## config.mk

```make
export PLATFORM = sky130hd
export DESIGN_NAME = irq_claim_ctrl
export DESIGN_NICKNAME = d
export VERILOG_FILES = /design/src/rtl/irq_ctrl_pkg.sv /design/src/rtl/irq_cfg_store.sv /design/src/rtl/irq_src_gate.sv /design/src/rtl/irq_ctx_arb.sv /design/src/rtl/irq_claim_ctrl.sv
export SDC_FILE = /design/constraint.sdc
export NUM_CORES = 2
export LEC_CHECK = 0
export ABC_AREA = 0
export BUFFER_PORTS_ARGS = -buffer_cell sky130_fd_sc_hd__buf_2
export CORE_ASPECT_RATIO = 2
export CORE_MARGIN = 4
export CORE_UTILIZATION = 49
export DETAILED_ROUTE_END_ITERATION = 8
export PLACE_DENSITY_LB_ADDON = 0.15
export SLEW_MARGIN = 10
export SYNTH_ARGS = -nofsm -noshare
export SYNTH_HDL_FRONTEND = slang
export SYNTH_HIERARCHICAL = 1
export SYNTH_SLANG_ARGS = --single-unit
```

## constraint.sdc

```tcl
create_clock -name clk -period 79.8 [get_ports clk]
set_clock_uncertainty 0.2 [all_clocks]
set_input_delay 0 -clock clk [delete_from_list [all_inputs] [get_ports clk]]
set_output_delay 0 -clock clk [all_outputs]
set_load 0.05 [all_outputs]
```

## src/rtl/irq_ctrl_pkg.sv

```systemverilog
package irq_ctrl_pkg;
  localparam int BUS_W  = 32;
  localparam int ADDR_W = 12;
  localparam int FLD_W  = 10;

  typedef enum logic [1:0] {
    RG_PRIO = 2'd0,
    RG_PEND = 2'd1,
    RG_EN   = 2'd2,
    RG_CTX  = 2'd3
  } region_e;

  function automatic int words_for(input int nsrc);
    return nsrc / 32 + 1;
  endfunction
endpackage

```

## src/rtl/irq_cfg_store.sv

```systemverilog
module irq_cfg_store
  import irq_ctrl_pkg::*;
#(
  parameter int NUM_SRC = 40,
  parameter int NUM_CTX = 2,
  parameter int PRIO_W  = 3,
  localparam int NWORDS = words_for(NUM_SRC)
) (
  input  logic                          clk,
  input  logic                          rst,
  input  logic                          wr_prio,
  input  logic [FLD_W-1:0]              prio_idx,
  input  logic                          wr_en,
  input  logic [4:0]                    en_ctx,
  input  logic [4:0]                    en_word,
  input  logic                          wr_thr,
  input  logic [FLD_W-2:0]              thr_ctx,
  input  logic [BUS_W-1:0]              wdata,
  output logic [NUM_SRC*PRIO_W-1:0]     prio_flat,
  output logic [NUM_CTX*NWORDS*32-1:0]  en_flat,
  output logic [NUM_CTX*PRIO_W-1:0]     thr_flat
);
  // one priority register per real source (ID 1..NUM_SRC)
  for (genvar s = 1; s <= NUM_SRC; s++) begin : g_prio
    always_ff @(posedge clk) begin
      if (rst)
        prio_flat[(s-1)*PRIO_W +: PRIO_W] <= '0;
      else if (wr_prio && int'(prio_idx) == s)
        prio_flat[(s-1)*PRIO_W +: PRIO_W] <= wdata[PRIO_W-1:0];
    end
  end

  // per-context enable words; bit 0 of word 0 is the non-source ID 0
  for (genvar c = 0; c < NUM_CTX; c++) begin : g_ctx
    for (genvar w = 0; w < NWORDS; w++) begin : g_word
      localparam logic [31:0] KEEP = (w == 0) ? 32'hFFFF_FFFE : 32'hFFFF_FFFF;
      always_ff @(posedge clk) begin
        if (rst)
          en_flat[(c*NWORDS + w)*32 +: 32] <= '0;
        else if (wr_en && int'(en_ctx) == c && int'(en_word) == w)
          en_flat[(c*NWORDS + w)*32 +: 32] <= wdata & KEEP;
      end
    end

    always_ff @(posedge clk) begin
      if (rst)
        thr_flat[c*PRIO_W +: PRIO_W] <= '0;
      else if (wr_thr && int'(thr_ctx) == c)
        thr_flat[c*PRIO_W +: PRIO_W] <= wdata[PRIO_W-1:0];
    end
  end
endmodule

```

## src/rtl/irq_src_gate.sv

```systemverilog
module irq_src_gate #(
  parameter int NUM_SRC = 40
) (
  input  logic               clk,
  input  logic               rst,
  input  logic [NUM_SRC:1]   req,
  input  logic [NUM_SRC:1]   claim,
  input  logic [NUM_SRC:1]   done,
  output logic [NUM_SRC:1]   pend,
  output logic [NUM_SRC:1]   act
);
  for (genvar s = 1; s <= NUM_SRC; s++) begin : g_src
    always_ff @(posedge clk) begin
      if (rst) begin
        pend[s] <= 1'b0;
        act[s]  <= 1'b0;
      end else if (claim[s]) begin
        pend[s] <= 1'b0;
        act[s]  <= 1'b1;
      end else begin
        if (done[s])
          act[s] <= 1'b0;
        if (req[s] && !act[s] && !pend[s])
          pend[s] <= 1'b1;
      end
    end
  end
endmodule

```

## src/rtl/irq_ctx_arb.sv

```systemverilog
module irq_ctx_arb #(
  parameter int NUM_SRC = 40,
  parameter int PRIO_W  = 3,
  localparam int IDW    = $clog2(NUM_SRC + 1)
) (
  input  logic [NUM_SRC:1]          pend,
  input  logic [NUM_SRC:1]          en,
  input  logic [NUM_SRC*PRIO_W-1:0] prio_flat,
  input  logic [PRIO_W-1:0]         thr,
  output logic [IDW-1:0]            best_id,
  output logic                      any
);
  logic [PRIO_W-1:0] best_p;

  // ascending scan with strict compare: ties keep the lowest ID,
  // and seeding with the threshold enforces prio > thr (hence > 0)
  always_comb begin
    best_p  = thr;
    best_id = '0;
    for (int s = 1; s <= NUM_SRC; s++) begin
      if (pend[s] && en[s] && prio_flat[(s-1)*PRIO_W +: PRIO_W] > best_p) begin
        best_p  = prio_flat[(s-1)*PRIO_W +: PRIO_W];
        best_id = IDW'(s);
      end
    end
    any = (best_id != '0);
  end
endmodule

```

## src/rtl/irq_claim_ctrl.sv

```systemverilog
module irq_claim_ctrl
  import irq_ctrl_pkg::*;
#(
  parameter int NUM_SRC = 40,
  parameter int NUM_CTX = 2,
  parameter int PRIO_W  = 3
) (
  input  logic               clk,
  input  logic               rst,
  input  logic [NUM_SRC-1:0] src_irq,
  input  logic               bus_sel,
  input  logic               bus_wr,
  input  logic [ADDR_W-1:0]  bus_addr,
  input  logic [BUS_W-1:0]   bus_wdata,
  output logic [BUS_W-1:0]   bus_rdata,
  output logic               bus_rvalid,
  output logic [NUM_CTX-1:0] irq_out
);
  localparam int NWORDS = words_for(NUM_SRC);
  localparam int IDW    = $clog2(NUM_SRC + 1);

  // address decode
  region_e            region;
  logic [FLD_W-1:0]   fld;
  logic [4:0]         e_ctx, e_word;
  logic [FLD_W-2:0]   c_ctx;
  logic               c_sel, ctx_ok, rd_req;

  assign region = region_e'(bus_addr[ADDR_W-1 -: 2]);
  assign fld    = bus_addr[FLD_W-1:0];
  assign e_ctx  = fld[9:5];
  assign e_word = fld[4:0];
  assign c_ctx  = fld[9:1];
  assign c_sel  = fld[0];
  assign ctx_ok = int'(c_ctx) < NUM_CTX;
  assign rd_req = bus_sel && !bus_wr;

  logic wr_prio, wr_en, wr_thr, rd_claim, wr_comp;
  assign wr_prio  = bus_sel && bus_wr && region == RG_PRIO;
  assign wr_en    = bus_sel && bus_wr && region == RG_EN;
  assign wr_thr   = bus_sel && bus_wr && region == RG_CTX && !c_sel;
  assign rd_claim = rd_req && region == RG_CTX && c_sel && ctx_ok;
  assign wr_comp  = bus_sel && bus_wr && region == RG_CTX && c_sel && ctx_ok;

  // configuration
  logic [NUM_SRC*PRIO_W-1:0]    prio_flat;
  logic [NUM_CTX*NWORDS*32-1:0] en_flat;
  logic [NUM_CTX*PRIO_W-1:0]    thr_flat;

  irq_cfg_store #(.NUM_SRC(NUM_SRC), .NUM_CTX(NUM_CTX), .PRIO_W(PRIO_W)) u_cfg (
    .clk      (clk),
    .rst      (rst),
    .wr_prio  (wr_prio),
    .prio_idx (fld),
    .wr_en    (wr_en),
    .en_ctx   (e_ctx),
    .en_word  (e_word),
    .wr_thr   (wr_thr),
    .thr_ctx  (c_ctx),
    .wdata    (bus_wdata),
    .prio_flat(prio_flat),
    .en_flat  (en_flat),
    .thr_flat (thr_flat)
  );

  // gateways
  logic [NUM_SRC:1] pend_q, act_q, claim_vec, comp_vec;

  irq_src_gate #(.NUM_SRC(NUM_SRC)) u_gate (
    .clk  (clk),
    .rst  (rst),
    .req  (src_irq),
    .claim(claim_vec),
    .done (comp_vec),
    .pend (pend_q),
    .act  (act_q)
  );

  // per-context arbitration; enable bit n of a context is flat bit n
  logic [NUM_SRC:1]    en_bits [NUM_CTX];
  logic [IDW-1:0]      best_arr[NUM_CTX];
  logic [NUM_CTX-1:0]  any_vec;

  for (genvar c = 0; c < NUM_CTX; c++) begin : g_arb
    assign en_bits[c] = en_flat[c*NWORDS*32 + 1 +: NUM_SRC];
    irq_ctx_arb #(.NUM_SRC(NUM_SRC), .PRIO_W(PRIO_W)) u_arb (
      .pend     (pend_q),
      .en       (en_bits[c]),
      .prio_flat(prio_flat),
      .thr      (thr_flat[c*PRIO_W +: PRIO_W]),
      .best_id  (best_arr[c]),
      .any      (any_vec[c])
    );
  end

  // claim and completion steering (single bus: at most one per cycle)
  logic [IDW-1:0]   claim_id;
  logic [PRIO_W-1:0] thr_sel;
  logic [NUM_SRC:1] comp_en;

  always_comb begin
    claim_id = '0;
    thr_sel  = '0;
    comp_en  = '0;
    for (int c = 0; c < NUM_CTX; c++) begin
      if (int'(c_ctx) == c) begin
        thr_sel = thr_flat[c*PRIO_W +: PRIO_W];
        comp_en = en_bits[c];
        if (rd_claim)
          claim_id = best_arr[c];
      end
    end
  end

  for (genvar s = 1; s <= NUM_SRC; s++) begin : g_steer
    assign claim_vec[s] = (claim_id == IDW'(s));
    assign comp_vec[s]  = wr_comp && comp_en[s] && (bus_wdata == BUS_W'(s));
  end

  // read mux
  logic [NWORDS*32-1:0] pend_words;
  logic [BUS_W-1:0]     rd_next;

  assign pend_words = {{(NWORDS*32-NUM_SRC-1){1'b0}}, pend_q, 1'b0};

  always_comb begin
    rd_next = '0;
    unique case (region)
      RG_PRIO: begin
        if (fld != '0 && int'(fld) <= NUM_SRC)
          rd_next = BUS_W'(prio_flat[(int'(fld)-1)*PRIO_W +: PRIO_W]);
      end
      RG_PEND: begin
        if (int'(fld) < NWORDS)
          rd_next = pend_words[int'(fld)*32 +: 32];
      end
      RG_EN: begin
        if (int'(e_ctx) < NUM_CTX && int'(e_word) < NWORDS)
          rd_next = en_flat[(int'(e_ctx)*NWORDS + int'(e_word))*32 +: 32];
      end
      RG_CTX: begin
        if (ctx_ok)
          rd_next = c_sel ? BUS_W'(claim_id) : BUS_W'(thr_sel);
      end
      default: rd_next = '0;
    endcase
  end

  // registered outputs
  always_ff @(posedge clk) begin
    if (rst) begin
      bus_rvalid <= 1'b0;
      bus_rdata  <= '0;
      irq_out    <= '0;
    end else begin
      bus_rvalid <= rd_req;
      bus_rdata  <= rd_req ? rd_next : '0;
      irq_out    <= any_vec;
    end
  end
endmodule

```

==> impl_metrics.csv <==
group,metric,value,unit
cells_and_area,layout_commonest_cell,"sky130_fd_sc_hd__nor2_1",
cells_and_area,post_route_cells_drive_above_1_share,0.139,
global_route,largest_net_degree_at_the_start_of_global_routing,112,
sta,fmax,0.0157,GHz
cells_and_area,layout-area-overhead-vs-synth,10.8,%
synthesis,yosys_most_used_dff,"sky130_fd_sc_hd__dfxtp_1",
detailed_routing,drt-initial-drc-count,3469,
synthesis,synth.cell_area,33300,um^2
global_route,grt_pass1_vias,34400,
cts,cts_tree,"done",
worst_setup_path,timing.reg2reg.setup_slack,16.03,ns
power_and_ir_drop,cellLeakagePower,15.1,nW
synthesis,synth.distinct_cells,141,
sta,post-route-min-period,63.77,ns
detailed_routing,detail_route.first_pass.iterations,6,
power_and_ir_drop,ir_worst_vdd,0.0172,mV
floorplan,placementRows,134,
synthesis,yosysSeqAreaShare,0.221,
sta,final_hold_viol_count,0,
sta,tightest_slew,1.30,ns
worst_setup_path,slowest_stage,"sky130_fd_sc_hd__a2111oi_2",
synthesis,synth-simple-area-share,0.280,
power_and_ir_drop,switching_share_of_total_power,0.300,
synthesis,yosys_warnings,6,
synthesis,synthesis_stage_register_bit_count,367,
synthesis,synth_area_in_xor_xnor,0.00470,
floorplan,core_area,67100,um^2
cells_and_area,layout.nets,4344,
cts,clk_pin_slew,0.07,ns
detailed_routing,drt_drc_violations_left,0,
worst_setup_path,critPathArrivalTime,64.06,ns
floorplan,design.portCount,123,
worst_setup_path,crit_required,80.09,ns
sta,setup_total_negative_slack,0,ns
synthesis,avgSynthCellArea,8.30,um^2
floorplan,die_y,376,um
job,maxCapViolations,0,
worst_setup_path,setup.worst_path.end_class,"flop",
detailed_routing,detail_route.wl_per_cell,30.1,um
power_and_ir_drop,netSwitchingPower,0.000136,W
cts,ctsHoldBuffers,91,
synthesis,post_synth_mux_area_share,0.183,
placement,numPortBuffers,122,
placement,gpl.final_weighted_congestion,1.05,
cells_and_area,layout.cells.most_common_list,"sky130_fd_sc_hd__nor2_1, sky130_fd_sc_hd__dfxtp_1, sky130_fd_sc_hd__nand2b_1",
floorplan,start_util,0.496,
synthesis,synth-async-reset-ratio,0,
floorplan,die_width,192,um
outcome,status,"finished, final reports clean",
cts,ctsHtreeMaxLevel,2,
worst_setup_path,path_buf_inv,12,
sta,grt_setup_unrepaired,"false",
floorplan,fp.dieArea,72400,um^2
placement,dp_hpwl,115000,um
sta,relSlewSlack,0.127,
global_route,initial_antenna_violation_count,5,
synthesis,synthesized_area_fraction_occupied_by_ao_oa_aoi_and_oai_cells,0.215,
cts,cts-buffers-inserted,39,
min_path,hold_class,"primary input to flop",
detailed_routing,route.vias.total,34800,
worst_setup_path,crit_family,"compound AO/OA/AOI/OAI gates",
cts,clk_root_buffer_cell,"sky130_fd_sc_hd__clkbuf_16",
worst_setup_path,worstSetupStartpointType,"flop",
global_route,grt_remaining_overflow,0,
worst_setup_path,critical-path-max-stage-delay,0.83,ns
worst_setup_path,critical_path.most_common_cell,"sky130_fd_sc_hd__nor2_1",
detailed_routing,drt-vias-per-instance,6.88,
cells_and_area,post_layout_nonfiller_instances,5063,
placement,dp_worst_setup_slack,17.76,ns
sta,final_critical_path_setup_slack,16.03,ns
detailed_routing,drt.antenna.violating_nets,0,
synthesis,dominant_combinational_cell_family_by_area_after_synthesis,"simple AND/OR/NAND/NOR gates",
cts,cts-resized-gates,0,
power_and_ir_drop,power.combinational.fraction,0.149,
worst_setup_path,worstPathMaxFanout,11,
global_route,grt_first_pass_wirelength,221000,um
sta,final_min_period_over_clock_period,0.799,
power_and_ir_drop,pwr-share-seq,0.417,
sta,report.final.setup_viol,0,
synthesis,synth_adder_area_share,0.0475,
synthesis,synthesis.instances,4008,
synthesis,edff_count_synth,0,
detailed_routing,wl,152000,um
placement,place_inst,4899,
global_route,global_route.usage.total,0.408,
cts,post_cts_setup_buffer_count,0,
power_and_ir_drop,share_clk_of_total_power,0.434,
sta,maxSlewViolCount,0,
worst_setup_path,timing_worst_setup_path_type,"flop to flop",
cts,insertion_delay_of_the_later_clocked_pin_in_the_worst_skew_pair,0.61,ns
cts,clock_path_buffers,3,
power_and_ir_drop,pwr_density_cell,12.3,nW/um^2
power_and_ir_drop,internal-power,0.000318,W
cts,clock_sink_count,367,
area by class of cell:
class	instances	area [um^2]
antenna	4	10.0
clock buffer	49	1090
clock inverter	20	234
fill	6498	30200
inverter	208	781
multi-input combinational	3266	24300
sequential	367	7350
tap	884	1110
timing repair buffer	265	1930
worst reg2reg max path, delay by kind of cell (launching register included):
kind	cells	cell delay, ns
flip-flops	1	0.59
AND/OR/NAND/NOR	89	15.33
multiplexers	14	5.20
AO/OA/AOI/OAI	113	26.96
buffers and inverters	12	1.92
adder cells (fa/ha/maj)	47	13.36
synth_stat cells (all sizes together) (60+ instances only):
cell	n	area share
nand2	267	0.030
mux2i	278	0.084
and3	69	0.013
o21a	70	0.016
nand2b	345	0.065
o21ai	137	0.023
dfxtp	367	0.22
clkbuf	93	0.011
ha	107	0.040
nor3	80	0.013
inv	207	0.023
a21oi	180	0.028
nor2b	68	0.013
buf	75	0.015
mux4	131	0.089
nor2	449	0.052
a31oi	63	0.014
nand3	166	0.026
nand4	60	0.015
state kept, by name, summed over array words and instances (netlist names):
name / count
u_gate/act: 40
bus_rdata: 32
u_cfg/thr_flat: 6
u_gate/pend: 40
bus_rvalid: 1
u_cfg/en_flat: 126
irq_out: 2
u_cfg/prio_flat: 120
stage by stage:
stage	utilization	power [W]	hold slack [ns]	cell area [um^2]
global placement	0.516	0.000254	0.118	34600
finish	0.550	0.000454	0.0421	36900
global route	0.549	0.000464	0.0846	36800
floorplan	-	0.000231	-0.128	33300
detailed placement	0.516	0.000255	0.130	34600
CTS	0.549	0.000454	0.0125	36800
power by group through the flow:
stage / Sequential [W] / Combinational, W / Clock [W]
2_1_floorplan: 0.000191 / 0.0000396 / 0
3_3_place_gp: 0.000193 / 0.0000612 / 0
3_5_place_dp: 0.000193 / 0.0000615 / 0
4_1_cts: 0.000189 / 0.0000652 / 0.000200
5_1_grt: 0.000189 / 0.0000695 / 0.000205
6_report: 0.000189 / 0.0000676 / 0.000197
per-layer routing:
layer	global-route usage	up-vias	wire length (um)
met1	0.396	16700	47500
li1	-	15300	-
met5	0	-	11
met3	0.0936	884	12600
met4	0.404	2	19700
met2	0.688	1958	72300
worst paths after layout:
path | start | end | depth (start not counted)
setup / recovery | u_cfg/prio_flat[0] | u_gate/pend[26] | 275
setup reg to reg | u_cfg/prio_flat[0] | u_gate/pend[26] | 275
hold reg to reg | u_cfg/en_flat[43] | u_cfg/en_flat[43] | 2
hold / removal | src_irq[5] | u_gate/pend[6] | 4
kinds of logic after synthesis:
| group | Yosys count |
|---|---|
| AND/OR/NAND/NOR | 1713 |
| AO/OA/AOI/OAI | 966 |
| multiplexers | 439 |
| buffers and inverters | 376 |
| adder cells (fa/ha/maj) | 129 |
| XOR/XNOR | 17 |
| other | 1 |
| flip-flops | 367 |
No activity file was read; power rests on OpenSTA's default activity.
